File: src/rtl/dbg_brk_resp.sv
module dbg_brk_resp #(
  parameter int DW       = 8,
  parameter int VEC_DBG  = 12,
  parameter int PST_HOLD = 4
) (
  input  logic          clk,
  input  logic          rst_n,
  input  logic          pc_hit,
  input  logic          ad_hit,
  input  logic          ad_lvl2,
  input  logic          sample_pt,
  input  logic          rte_done,
  input  logic [2:0]    irq_in,
  input  logic          reg_wr,
  input  logic          reg_rd,
  input  logic          reg_sel,
  input  logic [DW-1:0] reg_wdata,
  output logic [DW-1:0] reg_rdata,
  output logic          halt_req,
  output logic          dbg_irq,
  output logic [2:0]    irq_fwd,
  output logic [3:0]    pst,
  output logic [7:0]    vec_num,
  output logic          emu_mode
);

  localparam int CW = $clog2(PST_HOLD + 1);
  localparam logic [3:0] PST_RUN  = 4'h0;
  localparam logic [3:0] PST_DBG  = 4'hD;
  localparam logic [3:0] PST_HALT = 4'hF;
  localparam logic [1:0] ST_L1 = 2'd1;
  localparam logic [1:0] ST_L2 = 2'd2;

  logic [3:0]    tdr_q;
  logic [1:0]    bstat_q;
  logic          halt_q, pend_q, pend_pc_q, emu_q, from_pc_q, dirty_q;
  logic [CW-1:0] cnt_q;

  wire [1:0] resp    = tdr_q[1:0];
  wire       lvl2_en = tdr_q[2];
  wire       pc_en   = tdr_q[3];

  wire resp_halt = (resp == 2'b01);
  wire resp_irq  = (resp == 2'b10);
  wire pc_ev     = pc_hit & pc_en;
  wire any_ev    = pc_ev | ad_hit;
  wire [1:0] ev_lvl = (ad_hit & ad_lvl2) ? ST_L2 : ST_L1;

  wire tdr_wr = reg_wr & ~reg_sel;
  wire st_rd  = reg_rd & reg_sel;

  wire pc_now = pc_ev & resp_irq & sample_pt & ~emu_q;
  wire take   = sample_pt & ~emu_q & (pend_q | pc_now);
  wire rearm  = emu_q & rte_done & from_pc_q & pc_en & resp_irq & ~dirty_q;
  wire rd_clr = (bstat_q == ST_L2) | ((bstat_q == ST_L1) & ~lvl2_en);

  always_ff @(posedge clk or negedge rst_n) begin
    if (!rst_n) tdr_q <= '0;
    else if (tdr_wr) tdr_q <= reg_wdata[3:0];
  end

  always_ff @(posedge clk or negedge rst_n) begin
    if (!rst_n) bstat_q <= '0;
    else if (any_ev) bstat_q <= (bstat_q == ST_L2) ? ST_L2 : ev_lvl;
    else if (tdr_wr) bstat_q <= '0;
    else if (st_rd && rd_clr) bstat_q <= '0;
  end

  always_ff @(posedge clk or negedge rst_n) begin
    if (!rst_n) halt_q <= 1'b0;
    else if (any_ev && resp_halt) halt_q <= 1'b1;
    else if (tdr_wr) halt_q <= 1'b0;
  end

  always_ff @(posedge clk or negedge rst_n) begin
    if (!rst_n) begin
      pend_q    <= 1'b0;
      pend_pc_q <= 1'b0;
    end else if (take) begin
      pend_q    <= ad_hit & resp_irq;
      pend_pc_q <= 1'b0;
    end else if ((any_ev && resp_irq) || rearm) begin
      pend_q    <= 1'b1;
      pend_pc_q <= pend_pc_q | rearm | (pc_ev & resp_irq);
    end
  end

  always_ff @(posedge clk or negedge rst_n) begin
    if (!rst_n) begin
      emu_q     <= 1'b0;
      from_pc_q <= 1'b0;
      dirty_q   <= 1'b0;
    end else if (take) begin
      emu_q     <= 1'b1;
      from_pc_q <= pc_now | pend_pc_q;
      dirty_q   <= 1'b0;
    end else begin
      if (rte_done) emu_q <= 1'b0;
      if (tdr_wr) dirty_q <= 1'b1;
    end
  end

  always_ff @(posedge clk or negedge rst_n) begin
    if (!rst_n) cnt_q <= '0;
    else if (take) cnt_q <= CW'(PST_HOLD);
    else if (cnt_q != '0) cnt_q <= cnt_q - 1'b1;
  end

  assign halt_req  = halt_q;
  assign emu_mode  = emu_q;
  assign dbg_irq   = pend_q & ~emu_q;
  assign irq_fwd   = (emu_q | dbg_irq) ? 3'd0 : irq_in;
  assign pst       = halt_q ? PST_HALT : ((cnt_q != '0) ? PST_DBG : PST_RUN);
  assign vec_num   = (cnt_q != '0) ? 8'(VEC_DBG) : 8'd0;
  assign reg_rdata = reg_sel ? {{(DW-2){1'b0}}, bstat_q} : {{(DW-4){1'b0}}, tdr_q};

  a_r2_halt_on_hit: assert property (@(posedge clk) disable iff (!rst_n)
    (resp_halt && any_ev) |=> (halt_req && pst == PST_HALT));

  a_r3_sample_takes: assert property (@(posedge clk) disable iff (!rst_n)
    (sample_pt && dbg_irq) |=> emu_mode);

  a_r5_entry_code: assert property (@(posedge clk) disable iff (!rst_n)
    ($rose(emu_mode) && !halt_req) |-> (pst == PST_DBG && vec_num == 8'(VEC_DBG)));

  a_r6_emu_masks: assert property (@(posedge clk) disable iff (!rst_n)
    emu_mode |-> (irq_fwd == 3'd0 && !dbg_irq));

  a_r8_rte_exits: assert property (@(posedge clk) disable iff (!rst_n)
    (emu_mode && rte_done) |=> !emu_mode);

  a_r11_wr_clears: assert property (@(posedge clk) disable iff (!rst_n)
    (tdr_wr && !pc_hit && !ad_hit) |=> (bstat_q == 2'd0));

endmodule

File: config.mk
export PLATFORM = sky130hd
export DESIGN_NAME = dbg_brk_resp
export DESIGN_NICKNAME = d
export VERILOG_FILES = /design/src/rtl/dbg_brk_resp.sv
export SDC_FILE = /design/constraint.sdc
export NUM_CORES = 1
export LEC_CHECK = 0
export ABC_AREA = 1
export BUFFER_PORTS_ARGS = -buffer_cell sky130_fd_sc_hd__clkbuf_2
export CORE_UTILIZATION = 48
export DETAILED_ROUTE_END_ITERATION = 6
export HOLD_SLACK_MARGIN = 0.15
export PLACE_DENSITY_LB_ADDON = 0.05
export REMOVE_ABC_BUFFERS = 1
export SKIP_LAST_GASP = 1
export SLEW_MARGIN = 20
export SYNTH_ARGS = -nofsm -noshare
export SYNTH_HDL_FRONTEND = slang
export SYNTH_SLANG_ARGS = --single-unit
export TNS_END_PERCENT = 10
File: constraint.sdc
create_clock -name clk -period 1.9 [get_ports clk]
set_clock_uncertainty 0.2 [all_clocks]
set_input_delay 0.095 -clock clk [delete_from_list [all_inputs] [get_ports clk]]
set_output_delay 0.095 -clock clk [all_outputs]
set_load 0.005 [all_outputs]
==> impl_results.md <==
- Outcome: finished, final reports clean
- Root buffer cell: clkbuf_4
- Clock slew at reported path FFs: around 0.090 ns
- Synth Area in Compound Gates: 5.455%
- Synth Register Bits: 15
- Final hold violations: 0
- Mean Syn Cell Area: 7.411 um2
- Top reg by flops: tdr_q
- Worst slew pin tran: just under 0.7 ns
- Io pins: 47
- PortBufs: 32
- Required time worst endpoint: ~1.9 ns
- RR Startpoint: tdr_q[0]
- Die W: between 40 and 50 um
- Htree depth: 1
- Routed WL per cell: between 9 and 10 um
- Final Setup Violations: 0
- Non-Filler Instances: ~210
- Core Region: 1802 um2
- XOR/XNOR Fraction of Synth Area: approximately 1.8%
- Share of the synthesized area in the top cell type: between 30% and 40%
- Max FFs per register: 4
- Layout cells sized above 1: 23.08%
- Total grt overflow: 0
- Final WS setup: ~0.11 ns
- Tightest Hold Check Type: input port to register
- Critical path class: register to register
- CP Launch Point: tdr_q[0]
- Starting Density: a little over half
- PwrDens: just over 1000 nW/um2
- RSZ-0062 raised after global routing: false
- Final Cycle Share: about 94%
- Largest family of logic cells by synthesized area: simple AND/OR/NAND/NOR gates
- Clock sinks: 15
- Post-synthesis mux area share: 0%
- Fin. max-slew vios: 0
- MaxCap Viol Count: 0
- Util after Layout: 73.33%
- Yosys warns: 0
- Detailed Route WL: 2017 um
- Adder-cell area share of the yosys netlist: 2.597%
- R2R Setup Slk: between 0.1 and 0.15 ns
- Critical Path Sink Type: register
- DP Worst Slack: approximately 0.54 ns
- Clk buf depth: 2
- Register area share after synthesis: between 30 and 40%
- Distinct cells, synth: 18
- Die Span Y: roughly 47 um
- CP arrival: 1.76 ns
- Detailed Routing Iterations Pass 1: 4
- Worst Hold End: bstat_q[1]
- Ant. Diodes: 0
- Yosys top cell by area: dfrtp_1
- CP Launch Type: register
- Remaining antenna violation count: 0
- Vias in the first global route: 811
- Mapped Area: between 900 and 1000 um2
- CTS Buf Count: 3
- Layout area overhead: 37.14%
- GRT Total Usage: a little over a fifth
- Final TNS setup: 0 ns
- Number of nets in the layout: 206
- Min-delay src: reg_sel
- Routed vias/inst: 4.411
- CP max FO: 7
- Initial antenna violation count: 0
- Fmax: approximately 560 MHz
- Final GP Congestion: ~0.78
- Total Power: about 0.0013 W
- HPWL Detailed: 1429 um
- Reg2reg end: pend_q
- Worst reg2reg path depth: 7
- Largest regs: tdr_q (4), cnt_q (3), bstat_q (2)
- Cells after synthesis: 130
- Leakage: a little under 0.8 nW
- Synth Area in Simple Gates: 28.18%
- Worst hold stages: 5
- Die ar.: approximately 2200 um2
- TritonCTS clock tree: done
- DR iter-0 viols: 12
- Clk_lat worst skew: roughly 0.28 ns
- Top post-synthesis cells by area: dfrtp_1, buf_4, nand2_1
- Post-CTS Setup Repair Bufs: 0
- Peak supply drop: 0.5991 mV
- Fillers: roughly 160
- # placed instances: 180
- Final worst path period need: ~1.8 ns
- Largest net degree at the start of global routing: 16
- Slew margin rel.: between 50% and 60%
- Vias: a little over 900
- Rows: 15
- DR DRC count: 0
- First-pass GRT wire length: ~3200 um
[synthesized netlist by cell type]
library cell  instances
nand2_1              30
inv_1                24
nor2_1               16
buf_4                15
dfrtp_1              15
o21ai_0               9
nand3_1               6
nand2_4               3
ha_1                  2
nor2_4                2
buf_6                 1
conb_1                1
inv_2                 1
nand2_2               1
nand4_1               1
o21a_1                1
xnor2_1               1
xor2_1                1
[worst max path at each step]
stage / to / slack [ns] / cells after the start
after floorplan: cnt_q[1] / 0.58 / 6
after global placement: cnt_q[1] / 0.57 / 6
after detailed placement: cnt_q[1] / 0.54 / 6
after CTS: pend_q / 0.12 / 7
after global routing: pend_q / 0.03 / 10
final: pend_q / 0.11 / 7
[cell families after synthesis]
group	Yosys count
flip-flops	15
AO/OA/AOI/OAI	10
other	1
adder cells (fa/ha/maj)	2
XOR/XNOR	2
buffers and inverters	41
AND/OR/NAND/NOR	59
[cell type report]
type	count	area (um2)	area share [%]
sequential	15	375.4	28.41
tap	25	31.28	2.367
clock buffer	4	26.28	1.989
multi-input combinational	83	404.1	30.59
timing repair buffer	55	390.4	29.55
inverter	25	93.84	7.102
[metrics by stage]
step / cell area [um2] / hold WS, ns
2_1_floorplan: 873.3 / -0.4006
3_3_place_gp: 1065 / -0.1667
3_5_place_dp: 1065 / -0.1637
4_1_cts: 1321 / 0.1766
5_1_grt: 1321 / 0.2090
6_report: 1321 / 0.1767
[layer usage]
metal | vias to the layer above | wire (um) | GRT usage, %
li1 | 467 | - | -
met1 | 410 | 820 | 21.27
met2 | 32 | 1081 | 41.67
met3 | 4 | 90 | 3.846
met4 | 0 | 24 | 6.857
met5 | - | 0 | 0
[worst max-delay path: stages, from the launching register on]
cell           delay [ns]
dfrtp_1              0.43
nor2_4               0.15
nand2_4              0.08
nand2_4              0.07
nand2_4              0.07
nand2_1              0.08
nand2_1              0.05
dlygate4sd3_1        0.55
[cell usage in the layout, fill, tap and decap left out, drive strengths merged]
cell type,n
conb,10
o21a,1
dlygate4sd3,23
dfrtp,15
nand4,1
o21ai,9
nor2,18
nand2,34
xor2,1
inv,25
ha,2
nand3,6
clkbuf,36
xnor2,1
[what timing repair did]
item                       4_1_cts  5_1_grt
hold buffers                    23        0
resized for setup                0        0
setup endpoints to repair        0        0
hold endpoints to repair        30        0
[report_power, final]
group | switching [W] | internal (W) | leakage (nW) | total [W]
clock network | 0.000104 | 0.0000815 | 0.0150 | 0.000185
registers | 0.0000671 | 0.000432 | 0.182 | 0.000499
logic | 0.000346 | 0.000306 | 0.572 | 0.000651
Note: power is estimated with default switching activity, not from simulation.
